File: src/rtl/dlq_pkg.sv
// Shared types for the delay-line quantizer back end.
package dlq_pkg;

    // Phase of the conversion sequencer.
    typedef enum logic [1:0] {
        SEQ_IDLE   = 2'd0,
        SEQ_LAUNCH = 2'd1,
        SEQ_GAP    = 2'd2
    } seq_state_e;

endpackage

File: src/rtl/dlq_sequencer.sv
// Conversion sequencer.
// Accepts a period strobe while idle. Runs one input conversion, or a
// reference conversion followed by a clear gap and an input conversion.
// Drives the launch, clear, sample and supply-select controls.
// Assumes CONV_CYC >= 1, GAP_CYC >= 1, and a period long enough for
// the whole sequence to finish before the next strobe.
module dlq_sequencer
    import dlq_pkg::*;
#(
    parameter int CONV_CYC = 6,
    parameter int GAP_CYC  = 3,
    parameter int CALW     = 4
) (
    input  logic            clk,
    input  logic            rst_n,
    input  logic            period_start,
    input  logic            cal_en,
    input  logic [CALW-1:0] cal_div,
    output logic            pulse_launch,
    output logic            line_clear,
    output logic            tap_sample,
    output logic            ref_select,
    output logic            sub_mode
);

    localparam int MAXC = (CONV_CYC > GAP_CYC) ? CONV_CYC : GAP_CYC;
    localparam int CNTW = $clog2(MAXC + 1);
    localparam logic [CNTW-1:0] CONV_LAST = CNTW'(CONV_CYC - 1);
    localparam logic [CNTW-1:0] GAP_LAST  = CNTW'(GAP_CYC - 1);
    localparam logic [CALW-1:0] CAL_ONE   = {{(CALW-1){1'b0}}, 1'b1};

    seq_state_e      st;
    logic [CNTW-1:0] cnt;
    logic            ref_phase;
    logic            sub_q;
    logic [CALW-1:0] cal_cnt;
    logic            accept;

    // Strobe acceptance: only honoured between periods.
    assign accept = (st == SEQ_IDLE) && period_start;

    // Phase and window counter.
    always_ff @(posedge clk) begin
        if (!rst_n) begin
            st        <= SEQ_IDLE;
            cnt       <= '0;
            ref_phase <= 1'b0;
            sub_q     <= 1'b0;
        end else begin
            case (st)
                SEQ_IDLE: begin
                    if (accept) begin
                        st        <= SEQ_LAUNCH;
                        cnt       <= '0;
                        ref_phase <= cal_en && (cal_cnt == '0);
                        sub_q     <= cal_en;
                    end
                end
                SEQ_LAUNCH: begin
                    if (cnt == CONV_LAST) begin
                        cnt <= '0;
                        st  <= ref_phase ? SEQ_GAP : SEQ_IDLE;
                    end else begin
                        cnt <= cnt + CNTW'(1);
                    end
                end
                SEQ_GAP: begin
                    if (cnt == GAP_LAST) begin
                        cnt       <= '0;
                        st        <= SEQ_LAUNCH;
                        ref_phase <= 1'b0;
                    end else begin
                        cnt <= cnt + CNTW'(1);
                    end
                end
                default: begin
                    st  <= SEQ_IDLE;
                    cnt <= '0;
                end
            endcase
        end
    end

    // Reference repeat counter: held at zero while calibration is off.
    always_ff @(posedge clk) begin
        if (!rst_n || !cal_en) begin
            cal_cnt <= '0;
        end else if (accept) begin
            cal_cnt <= (cal_cnt >= cal_div) ? '0 : cal_cnt + CAL_ONE;
        end
    end

    // Control decode from the registered phase.
    always_comb begin
        pulse_launch = (st == SEQ_LAUNCH);
        line_clear   = (st != SEQ_LAUNCH);
        tap_sample   = (st == SEQ_LAUNCH) && (cnt == CONV_LAST);
        ref_select   = (st == SEQ_LAUNCH) && ref_phase;
        sub_mode     = sub_q;
    end

endmodule

File: src/rtl/dlq_tap_encoder.sv
// Tap capture and encoder.
// Registers all taps on the sample edge. Counts the set taps through a
// prefix-sum chain and centres the count on NTAPS/2.
// Assumes NTAPS is even and below 2**ERRW.
module dlq_tap_encoder #(
    parameter int NTAPS = 8,
    parameter int ERRW  = 4
) (
    input  logic                   clk,
    input  logic                   rst_n,
    input  logic [NTAPS-1:0]       taps,
    input  logic                   tap_sample,
    input  logic                   ref_select,
    output logic signed [ERRW-1:0] code,
    output logic                   code_vld,
    output logic                   code_ref
);

    localparam logic signed [ERRW:0] MID = (ERRW+1)'(NTAPS / 2);

    logic [NTAPS-1:0] tap_q;
    logic [ERRW-1:0]  psum [NTAPS+1];
    logic signed [ERRW:0] wide;

    // Capture taps and tag the conversion kind.
    always_ff @(posedge clk) begin
        if (!rst_n) begin
            tap_q    <= '0;
            code_vld <= 1'b0;
            code_ref <= 1'b0;
        end else begin
            code_vld <= tap_sample;
            if (tap_sample) begin
                tap_q    <= taps;
                code_ref <= ref_select;
            end
        end
    end

    // Count of set taps, one adder stage per tap.
    assign psum[0] = '0;
    for (genvar g = 0; g < NTAPS; g++) begin : g_count
        assign psum[g+1] = psum[g] + {{(ERRW-1){1'b0}}, tap_q[g]};
    end

    // Centre the count so that half the line set reads as zero.
    always_comb begin
        wide = $signed({1'b0, psum[NTAPS]}) - MID;
        code = wide[ERRW-1:0];
    end

endmodule

File: src/rtl/dlq_err_calc.sv
// Reference store, subtraction and clipping.
// Stores the code of a reference conversion. Emits the code of an input
// conversion, minus the stored code when calibration is active, clipped
// to +-NTAPS/2 and marked by a one-cycle valid.
module dlq_err_calc #(
    parameter int NTAPS = 8,
    parameter int ERRW  = 4
) (
    input  logic                   clk,
    input  logic                   rst_n,
    input  logic signed [ERRW-1:0] code,
    input  logic                   code_vld,
    input  logic                   code_ref,
    input  logic                   sub_mode,
    output logic signed [ERRW-1:0] err_out,
    output logic                   err_valid
);

    localparam logic signed [ERRW:0] LIM_P = (ERRW+1)'(NTAPS / 2);
    localparam logic signed [ERRW:0] LIM_N = -LIM_P;

    logic signed [ERRW-1:0] ref_q;
    logic signed [ERRW:0]   diff;
    logic signed [ERRW-1:0] sat;

    // Difference against the stored reference, then clip.
    always_comb begin
        if (sub_mode) begin
            diff = $signed({code[ERRW-1], code}) - $signed({ref_q[ERRW-1], ref_q});
        end else begin
            diff = $signed({code[ERRW-1], code});
        end
        if (diff > LIM_P) begin
            sat = LIM_P[ERRW-1:0];
        end else if (diff < LIM_N) begin
            sat = LIM_N[ERRW-1:0];
        end else begin
            sat = diff[ERRW-1:0];
        end
    end

    // Store reference codes; publish input results with a strobe.
    always_ff @(posedge clk) begin
        if (!rst_n) begin
            ref_q     <= '0;
            err_out   <= '0;
            err_valid <= 1'b0;
        end else begin
            err_valid <= code_vld && !code_ref;
            if (code_vld && code_ref) begin
                ref_q <= code;
            end
            if (code_vld && !code_ref) begin
                err_out <= sat;
            end
        end
    end

endmodule

File: src/rtl/dlq_backend.sv
// Delay-line quantizer back end: top level.
// Joins the sequencer, the tap encoder and the error calculator.
// Assumes the analog line settles within GAP_CYC cycles of clearing and
// that taps are stable at the sample edge.
module dlq_backend #(
    parameter int NTAPS    = 8,
    parameter int CONV_CYC = 6,
    parameter int GAP_CYC  = 3,
    parameter int CALW     = 4
) (
    input  logic                                clk,
    input  logic                                rst_n,
    input  logic                                period_start,
    input  logic                                cal_en,
    input  logic [CALW-1:0]                     cal_div,
    input  logic [NTAPS-1:0]                    taps,
    output logic                                pulse_launch,
    output logic                                line_clear,
    output logic                                tap_sample,
    output logic                                ref_select,
    output logic signed [$clog2(NTAPS/2+1):0]   err_out,
    output logic                                err_valid
);

    localparam int ERRW = $clog2(NTAPS/2 + 1) + 1;

    logic                   sub_mode;
    logic signed [ERRW-1:0] code;
    logic                   code_vld;
    logic                   code_ref;

    dlq_sequencer #(
        .CONV_CYC (CONV_CYC),
        .GAP_CYC  (GAP_CYC),
        .CALW     (CALW)
    ) u_seq (
        .clk          (clk),
        .rst_n        (rst_n),
        .period_start (period_start),
        .cal_en       (cal_en),
        .cal_div      (cal_div),
        .pulse_launch (pulse_launch),
        .line_clear   (line_clear),
        .tap_sample   (tap_sample),
        .ref_select   (ref_select),
        .sub_mode     (sub_mode)
    );

    dlq_tap_encoder #(
        .NTAPS (NTAPS),
        .ERRW  (ERRW)
    ) u_enc (
        .clk        (clk),
        .rst_n      (rst_n),
        .taps       (taps),
        .tap_sample (tap_sample),
        .ref_select (ref_select),
        .code       (code),
        .code_vld   (code_vld),
        .code_ref   (code_ref)
    );

    dlq_err_calc #(
        .NTAPS (NTAPS),
        .ERRW  (ERRW)
    ) u_err (
        .clk       (clk),
        .rst_n     (rst_n),
        .code      (code),
        .code_vld  (code_vld),
        .code_ref  (code_ref),
        .sub_mode  (sub_mode),
        .err_out   (err_out),
        .err_valid (err_valid)
    );

endmodule

File: config.mk
export PLATFORM = sky130hd
export DESIGN_NAME = dlq_backend
export DESIGN_NICKNAME = d
export VERILOG_FILES = /design/src/rtl/dlq_pkg.sv /design/src/rtl/dlq_sequencer.sv /design/src/rtl/dlq_tap_encoder.sv /design/src/rtl/dlq_err_calc.sv /design/src/rtl/dlq_backend.sv
export SDC_FILE = /design/constraint.sdc
export NUM_CORES = 1
export LEC_CHECK = 0
export BUFFER_PORTS_ARGS = -buffer_cell sky130_fd_sc_hd__buf_2
export CORE_MARGIN = 4
export CORE_UTILIZATION = 62
export DETAILED_ROUTE_END_ITERATION = 8
export MAX_ROUTING_LAYER = met4
export PLACE_DENSITY = 0.82
export SETUP_SLACK_MARGIN = 0.4
export SLEW_MARGIN = 20
export SYNTH_ARGS = -nofsm -noshare
export SYNTH_HDL_FRONTEND = slang
export SYNTH_HIERARCHICAL = 1
export SYNTH_SLANG_ARGS = --single-unit
File: constraint.sdc
create_clock -name clk -period 6.77 [get_ports clk]
set_input_delay 0.677 -clock clk [delete_from_list [all_inputs] [get_ports clk]]
set_output_delay 0.677 -clock clk [all_outputs]
set_load 0.005 [all_outputs]
# --- Word-level counts from Yosys, hierarchy flattened ---
# Cells that the tools add are included.
# Widths: inputs -> output; s select.
op_classes:
  order_cmp: 3
  n_mux: 16
  eq_ne: 8
  n_addsub: 11
  reduce_logical: 16
ops:
  columns: ["op", "count"]
  rows:
  - ["$add 4x1->4", 6]
  - ["$mux 4", 3]
  - ["$mux 3", 3]
  - ["$pmux 3 s3", 1]
  - ["$mux 2", 4]
  - ["$ne 2x1->1 const B", 4]
  - ["$logic_and 1x1->1", 6]
  - ["$pmux 2 s3", 1]
  - ["$reduce_and 3->1", 2]
  - ["$gt 5x4->1 const B", 1]
  - ["$lt 5x3->1 const B", 1]
  - ["$mux 5", 1]
  - ["$sub 4x4->5", 1]
  - ["$add 4x1->4 const B", 1]
  - ["$ge 4x4->1", 1]
  - ["$logic_not 4->1", 1]
  - ["$sub 4x3->4 const B", 1]
  - ["$add 3x1->3 const B", 1]
  - ["$eq 3x2->1 const B", 1]
  - ["$eq 3x3->1 const B", 1]
  - ["$logic_not 1->1", 3]
  - ["$add 1x1->2", 1]
  - ["$eq 2x1->1 const B", 1]
  - ["$eq 2x2->1 const B", 1]
  - ["other kinds (6)", 7]
word_totals:
  regBits: 30

# --- Depth between registers and ports, before layout ---
# Gate-level depths: netlist of the first run.
logic_depth:
  depth_word: 13
  mapped_depth: 13
  ltp_nobuf: 13

# --- Modules after synthesis ---
# The synthesis of the first run kept the hierarchy.
by_module_without_submodules:
  columns: ["mod", "area_each_um2", "cells_per_inst", "seq_area_each_um2", "instances"]
  rows:
  - ["dlq_sequencer", 759.5, 94, 220.2, 1]
  - ["dlq_err_calc", 590.6, 74, 180.2, 1]
  - ["dlq_tap_encoder", 544.3, 49, 200.2, 1]

# --- Worst setup path after synthesis of the first run ---
# Ideal clock, no wire load.
synth_path:
  path_type: "reg-to-reg"
  from: "reg u_enc.tap_q[3]"
  to: "reg u_err.err_out[0]"
  path_buffers: 0
  setup_ns: 0.092
  path_stages_with_launch: 14
  path_slack_ns: 3.230
  required_time_ns: 6.678
  arrival_ns: 3.448
  cell_sequence: "dfxtp_1 fa_1 inv_1 fa_1 inv_1 ha_1 fa_1 inv_1 fa_1 nand2b_1 a21oi_1 and3_1 mux2i_1 o32ai_1"
synth_via:
  elab_chain_cells: 11
  elab_cells_between_ends: 12
  classes_between: "7 x add/sub; 2 x order compare; 3 x mux"
synth_rtl:
  columns: ["item", "line", "source"]
  rows:
  - ["start: declaration", "dlq_tap_encoder.sv:21", "logic [NTAPS-1:0] tap_q;"]
  - ["start signal: assignment", "dlq_tap_encoder.sv:34", "tap_q <= taps;"]
  - ["$add 4x1->4 * (5 in series)", "dlq_tap_encoder.sv:43", "assign psum[g+1] = psum[g] + {{(ERRW-1){1'b0}}, tap_q[g]};"]
  - ["$sub 4x3->4 *", "dlq_tap_encoder.sv:48", "wide = $signed({1'b0, psum[NTAPS]}) - MID;"]
  - ["named net code[1]", "dlq_backend.sv:28", "logic signed [ERRW-1:0] code;"]
  - ["$sub 4x4->5", "dlq_err_calc.sv:29", "diff = $signed({code[ERRW-1], code}) - $signed({ref_q[ERRW-1], ref_q});"]
  - ["$mux 5 *", "dlq_err_calc.sv:28", "if (sub_mode) begin"]
  - ["$lt 5x3->1", "dlq_err_calc.sv:35", "end else if (diff < LIM_N) begin"]
  - ["$mux 4", "dlq_err_calc.sv:35", null]
  - ["$mux 4 *", "dlq_err_calc.sv:33", "if (diff > LIM_P) begin"]
  - ["end signal: assignment", "dlq_err_calc.sv:54", "err_out <= sat;"]
  - ["end: declaration", "dlq_err_calc.sv:15", "output logic signed [ERRW-1:0] err_out,"]
# The timed path passes the listed nets; every way through them passes the cells marked *.
# A chain may end at the register's enable or synchronous reset.

# --- Worst setup path after layout of the first run ---
layout_path:
  from: "reg u_enc.tap_q[3]"
  to: "reg u_err.err_out[1]"
# Same word-level chain as after synthesis.

==> impl_summary.md, run 1 <==
Worst setup path
Counting stages on the worst path, the most repeated cell is fa_1. The startpoint type of the worst setup path is a flop. The signal on the critical path passes through fa_1 > inv_1 > fa_1 > fa_1 > nor2_1 > a21boi_0 > ha_1 > nor3b_1 > a21oi_1 > and3_1 > mux2i_1 > o32ai_1.

The element type at the critical path end is a flop. Data on the critical path arrives at its endpoint at 4.05 ns. In this run the worst path has a maximum fanout of 5. In this design, the stage delay of the slowest critical-path cell is 0.54 ns. Data on the critical path is required at its endpoint by around 7 ns. The critical path start-end classification is flop to flop. The largest individual stage delay along the critical path comes from the cell fa_1.

Pwr
The leakage power total is 0.854 nW. The analysis attributes to net switching a power of 83.6 uW. IR analysis of the VDD net gives a maximum drop of roughly 0.00011 V. The share of total power dissipated in sequential elements is 0.574. The share of total power dissipated in the clock network is 0.301.

The share of total power dissipated in combinational logic is 0.125. The final total power is 318 uW. Of the total power, the share spent switching nets is 0.263. Cell internal power was estimated by the tool at 235 uW. The total power per unit cell area is approximately 150 mW/mm^2.

Global routing
Entering global routing, the biggest net connects 17 pins. After global routing the overflow that remains totals 0. The via count of the first global-routing pass is 1499.

The first global-routing pass estimated 6430 um of wire. The initial antenna violation count is 0. In the global route stage, overall resource usage came out at 0.205.

CTS
The buffer type at the clock tree root is clkbuf_4. Post-CTS repair changed the size of 0 cells. The deepest level of the CTS H-tree is 2.

The maximum root-to-sink buffer count is 2. For this design, the CTS-stage hold fixing added 0 buffers. The clock net in this run drives a total of 30 sinks. The buffers inserted during post-CTS setup optimization is 0. Clock-pin slew was measured on the worst setup and hold paths at 0.08 ns. The total clock buffers created by CTS is 5. The clock latency on the worst-skew pair is 0.32 ns. The TritonCTS clock tree is yes.

Logic synthesis
In this run, distinct cell masters in the synthesized netlist total 50. For this run, the register share of the synthesized area comes to 0.317. The cell area after synthesis is 0.00189 mm^2. The fraction of the mapped netlist area in compound gates is 0.148. When the netlist entered floorplanning its net count stood at 255. The count of mapped cells out of synthesis is ~220. The share of synthesized area spent on multiplexers is 0.0588. The most used flip-flop cell after synthesis is dfxtp_1. Counting flops with an async set or reset pin after synthesis yields a share of 0. Of the total synthesized cell area, the portion taken by XOR and XNOR cells is 0.0225. After synthesis, the largest family of logic cells by area is simple AND/OR/NAND/NOR gates.

Of the total synthesized cell area, the portion taken by full adders, half adders and majority gates is 0.169. The Yosys step of the flow raised 6 warnings. The synthesized design contains 0 enable-type register cells. The synthesized design contains 30 register bits. The mean instance size in the synthesized netlist is 8.73 um^2. Of the total synthesized cell area, the portion taken by AND, OR, NAND and NOR gates is 0.221.

Finish
The number of antenna diodes in the final layout is 0. The area growth from synthesis to layout is 9.84%. Across the whole layout, storage elements account for 601 um^2. The final core utilization is 0.736.

The library cells used most frequently in the layout, excluding fill and tap cells, are 30 x dfxtp_1, 27 x inv_1, 24 x buf_2. The layout has 237 filler cells. The multi-input combinational cells in the finished layout cover a total of 0.00117 mm^2. At the end of the flow, the number of nets in the layout was 283.

The library cell used most frequently in the layout, excluding fill and tap cells, is dfxtp_1. The fraction of layout cells with a size suffix above 1 is 0.151.

Placement
The wire-length estimate of the detail-placed layout is 2800 um. Timing analysis after detailed placement gives a worst setup slack of 2.96 ns. The final weighted congestion of routability-driven global placement is 0.949.

Port buffering added 24 buffers.

Drt
In the routed layout, each cell is associated on average with a via count of 5.75. The routed wire length is 3620 um. The first detailed-routing pass ran for 4 iterations.

The DRC violations left is 0. The count of vias placed by the detailed router is 1588. The count of nets left with antenna violations once routing finished came out at 0. Dividing the detail-routed wire length by the instance count gives between 10 and 15 um.

The count of routing violations after the opening detailed-route iteration is 108.

Run status
The run finished with clean final reports.

STA
Setup repair after global routing left no endpoint under its margin. Dividing the final minimum period by the clock period gives 0.565. For the final database, setup skew stands at 0.00982 ns. The final worst slack is slightly below 3 ns. For the final routed database, the setup TNS stands at 0 ns. The post-route minimum period is around 3.8 ns. Hold timing on the final database bottoms out at a slack of between 0.4 and 0.5 ns. The pin slew with the least headroom to its limit is 0.684 ns. The total of endpoints with negative setup slack in the final report is 0.

The number of endpoints with negative hold slack in the final report was 0. The final-report max-slew violation count was 0. The worst pin sits at a relative slew slack of 0.543. For this run, the top clock speed supported by timing is around 0.26 GHz.

Floorplan
The floorplan step defined a core boundary enclosing 0.00283 mm^2. The die is approximately 63 um wide. The floorplan step defined a die boundary enclosing 0.00400 mm^2. The number of rows in the core area is 19. Measured along the y axis, the die boundary spans 63.3 um. For this configuration, the core starts out at a cell density of 0.670. For this design the top-level I/O count stands at 25.

Worst hold path
The tightest min-delay check is of the flop to flop type.

Job
Across the run, the number of max-cap violations was 0.
per-layer routing:
layer  wire length (um)  global-route usage  vias to the layer above
li1                   -                   -                      808
met1               1620               0.247                      745
met2               1820               0.341                       31
met3                143              0.0533                        4
met4                 31              0.0566                        0
met5                  0                   -                        -
logic make-up (layout without fill, tap and decap cells):
kind of cell	count (synthesis)	count (layout)
muxes	11	11
adders and majority gates	22	22
and+or+nand+nor	75	75
xor gates and xnor gates	4	4
DFF	30	30
buffers and inverters	30	58
AOI/OAI and AO/OA	45	45
cells in the mapped netlist, drive strengths merged, types with 3 or more instances:
cell type	instances	area [um^2]
o21ai	4	23.8
and2b	3	25.0
dfxtp	30	601
nor2b	12	75.1
inv	27	101
a21oi	23	115
fa	6	120
mux2i	10	100
nand2b	3	18.8
ha	16	200
nand2	21	81.3
nand3	10	50.1
nor2	8	30.0
worst max-delay path, delay by kind of cell (launching register included):
| kind | cells | cell delay [ns] |
|---|---|---|
| DFF | 1 | 0.34 |
| adders and majority gates | 4 | 1.85 |
| and+or+nand+nor | 3 | 0.38 |
| muxes | 1 | 0.08 |
| buffers and inverters | 1 | 0.06 |
| AOI/OAI and AO/OA | 3 | 1.02 |
layout make-up:
| cell class | instances | area share |
|---|---|---|
| clock buffer | 7 | 0.0216 |
| inverter | 27 | 0.0487 |
| multi-input combinational | 157 | 0.565 |
| sequential | 30 | 0.289 |
| tap | 31 | 0.0186 |
| timing repair buffer | 24 | 0.0577 |
registers in the layout, summed over array words and instances, names as in the netlist:
signal and cells:
u_seq/st 2, u_enc/tap_q 8, u_enc/code_vld 1, u_seq/sub_mode 1, u_seq/ref_phase 1, u_enc/code_ref 1
u_seq/cnt 3, u_err/ref_q 4, u_err/err_valid 1, u_seq/cal_cnt 4, u_err/err_out 4
power by group through the flow:
stage / registers (mW) / clock network, mW / logic (mW)
finish: 0.183 / 0.0956 / 0.0398
floorplan: 0.185 / 0 / 0.0265
global placement: 0.187 / 0 / 0.0381
CTS: 0.183 / 0.0987 / 0.0391
global route: 0.183 / 0.109 / 0.0448
detailed placement: 0.187 / 0 / 0.0386
per-stage QoR:
| step | std cells | area, um^2 |
|---|---|---|
| after floorplan | 217 | 1890 |
| after global placement | 269 | 2030 |
| after detailed placement | 269 | 2030 |
| after CTS | 276 | 2080 |
| after global routing | 276 | 2080 |
| final | 276 | 2080 |
worst paths after layout:
| path | slack [ns] | to | cells past startpoint | start |
|---|---|---|---|---|
| hold reg to reg | 0.46 | u_err/ref_q[3] | 2 | u_err/ref_q[3] |
| hold / removal | 0.46 | u_err/ref_q[3] | 2 | u_err/ref_q[3] |
| setup / recovery | 2.94 | u_err/err_out[1] | 12 | u_enc/tap_q[3] |
| setup reg to reg | 2.94 | u_err/err_out[1] | 12 | u_enc/tap_q[3] |
No activity file was read; power rests on OpenSTA's default activity.
==> run 2: changes to the inputs <==
--- a/config.mk
+++ b/config.mk
@@ -7,10 +7,10 @@
 export LEC_CHECK = 0
 export BUFFER_PORTS_ARGS = -buffer_cell sky130_fd_sc_hd__buf_2
 export CORE_MARGIN = 4
-export CORE_UTILIZATION = 62
+export CORE_UTILIZATION = 52
 export DETAILED_ROUTE_END_ITERATION = 8
 export MAX_ROUTING_LAYER = met4
-export PLACE_DENSITY = 0.82
+export PLACE_DENSITY = 0.73
 export SETUP_SLACK_MARGIN = 0.4
 export SLEW_MARGIN = 20
 export SYNTH_ARGS = -nofsm -noshare
==> constraint.sdc (replaced) <==
create_clock -name clk -period 3.1 [get_ports clk]
set_input_delay 0.31 -clock clk [delete_from_list [all_inputs] [get_ports clk]]
set_output_delay 0.31 -clock clk [all_outputs]
set_load 0.005 [all_outputs]
==> impl_summary.md, run 2 (same netlist as run 1, synthesis figures left out) <==
Finish
After filler insertion, the fill cell instance count of the layout stands at between 200 and 300. The flip-flop count of the largest register after layout is 8. The finished layout holds between 300 and 400 standard cells, fillers aside. The register bank with the most flops is u_enc/tap_q. Relative to the synthesized area, the layout overhead comes to 24.1%. Of the cells placed in the final design, the portion with a size suffix greater than 1 is 0.280. The net count of the finished layout is 301.

In the layout the commonest cells are 27 x dfxtp_1, 24 x buf_2, 24 x inv_1. The library cell used most frequently in the layout, excluding fill and tap cells, is dfxtp_1. The antenna cell count is 0.

Job
Across the run, the number of max-cap violations was 0.

Floorplan
The number of rows in the core area is 21. In this run the standard cell core region covers 0.00342 mm^2. The die span in x is 68.4 um. For this configuration, the core starts out at a cell density of 0.555. The I/O pin count is 25.

The die is about 70 um tall. The floorplan step defined a die boundary enclosing ~0.0047 mm^2.

Run status
The flow ran to the end, but the final reports show violations. The checks that failed: setup timing.

Worst setup path
Along the worst path, the maximum fanout reaches 3. At the worst endpoint, the required time is 3.35 ns. The worst register-to-register path ends at u_err/err_out[1]. The worst register-to-register path has a depth of 13. The slack of the worst reg-to-reg path is -0.34 ns. The startpoint type of the worst setup path is a flop. The source of the critical timing path is u_enc/tap_q[3].

STA classifies the critical path endpoint as a flop. The endpoint arrival time on the critical path is 3.69 ns. The worst setup path is of the flop to flop kind. In this run the critical register-to-register path is launched from u_enc/tap_q[3].

Placement
Once placement completed, the tool counted placed cells totaling 295. The placed wire-length estimate is 2970 um. The post-place setup slack is -0.337 ns.

Buffers placed on the I/O ports in this run total 24. The final weighted congestion of routability-driven global placement is just over 0.9.

Drt
The ratio of routed vias to standard cells is 5.43. The remaining antenna violation count after routing is 0. The count of routing violations after the opening detailed-route iteration is between 70 and 80. For this run, design rule violations remaining after detail routing come to 0.

The count of vias placed by the detailed router is 1683. The routed wire length is 4100 um. The first-pass detailed-route iteration total is 4. The post-detailed-route wirelength per cell is 13.2 um.

STA
At the pin with the least slew margin, the transition time is 0.396 ns. The accumulated negative setup slack is -1.09 ns. For this run, the top clock speed supported by timing is 0.291 GHz.

The number of endpoints with negative hold slack in the final report is 0. The hold slack is approximately 0.24 ns. The final cycle utilization of the critical path is 1.11. The total of endpoints with negative setup slack in the final report is 4.

The final-report max-slew violation count is 0. The worst-case headroom to the max-slew limit is 0.735. Setup repair after global routing could not meet its margin everywhere. The final worst slack is -0.337 ns. On the final layout, the worst clock skew is 0.0101 ns. For the finished layout, the period the worst path requires is 3.44 ns.

CTS
The clock net sink count is 30. The clock tree synthesis step divided the H-tree into 2 levels. The clock latency on the worst-skew pair is around 0.33 ns.

TritonCTS built the clock tree. The root buffer cell chosen for the clock tree is clkbuf_4. After clock tree synthesis, the clock-pin slew on the worst setup and hold paths is 0.10 ns.

The maximum root-to-sink buffer count is 2. The total clock buffers created by CTS is 5.

Global routing
Across every metal layer, demand over resource in global routing totals 0.196. The initial antenna violation count was 0. The pin count of the biggest net entering global routing is 17. The via count of the first global-routing pass is 1619. The first global-routing pass estimated 6740 um of wire. The total congestion overflow after global routing is 0.

Worst hold path
The worst min-delay path category is primary input to flop. The worst hold path startpoint is taps[6]. Counting instances, the worst hold path has a depth of 3.

The endpoint of the worst hold-timing path is u_enc/tap_q[6].

Pwr
The leakage power total is 0.959 nW. The peak supply drop is 0.000326 V. The total power per unit cell area is ~330 mW/mm^2. The design draws just under 800 uW.
-- run 2: cell types whose count changed in the layout (fill, tap and decap cells not counted), moves of 3 or more --
| cell | previous run | this run |
|---|---|---|
| buf_4 | 0 | 17 |
| clkbuf_8 | 0 | 3 |
| dfxtp_1 | 30 | 27 |
| dfxtp_2 | 0 | 3 |
| inv_1 | 27 | 24 |
| inv_2 | 0 | 3 |
-- run 2: per-layer routing --
metal	global-route usage	part of all wire
met1	0.224	0.42
met2	0.329	0.50
met3	0.0460	0.059
met4	0.0794	0.022
met5	-	0
-- run 2: how the worst max path moves through the flow --
| stage | endpoint | slack (ns) |
|---|---|---|
| after floorplan | u_err/err_out[1] | -0.22 |
| after global placement | u_err/err_out[1] | -0.32 |
| after detailed placement | u_err/err_out[1] | -0.34 |
| after CTS | u_err/err_out[1] | -0.31 |
| after global routing | u_err/err_out[1] | -0.45 |
| final | u_err/err_out[1] | -0.34 |
-- run 2: area by class of cell --
cell class                 instances  area [um^2]  share of cell area
clock buffer                       8         78.8              0.0335
inverter                          27          101              0.0431
multi-input combinational        157         1250               0.532
sequential                        30          604               0.257
tap                               46         57.6              0.0245
timing repair buffer              42          259               0.110
-- run 2: report_power, final --
group | leakage, nW | switching (mW) | internal (mW)
combinational | 0.671 | 0.0498 | 0.0370
clock | 0.0446 | 0.138 | 0.155
sequential | 0.244 | 0.00782 | 0.391
-- run 2: critical path, cell delays in order, from the launching register on --
cell      delay [ns]
dfxtp_2         0.34
fa_1            0.53
inv_1           0.05
fa_1            0.49
inv_2           0.05
ha_4            0.15
fa_2            0.54
inv_2           0.05
fa_2            0.36
nand2b_4        0.17
a21oi_4         0.17
and3_1          0.18
mux2i_1         0.09
o32ai_1         0.21
-- run 2: per-stage QoR --
step                instance area [um^2]  utilization
CTS                                 2300        0.673
detailed placement                  2170        0.636
global placement                    2170        0.636
global route                        2350        0.688
floorplan                           1930            -
finish                              2350        0.688
-- run 2: what timing repair did --
item / in CTS / in global routing
endpoints found under the setup margin: 5 / 7
pin swaps: 3 / 4
buffers inserted: 5 / 2
resized for setup: 1 / 9
cloned: 0 / 0
hold buffers: 0 / 0
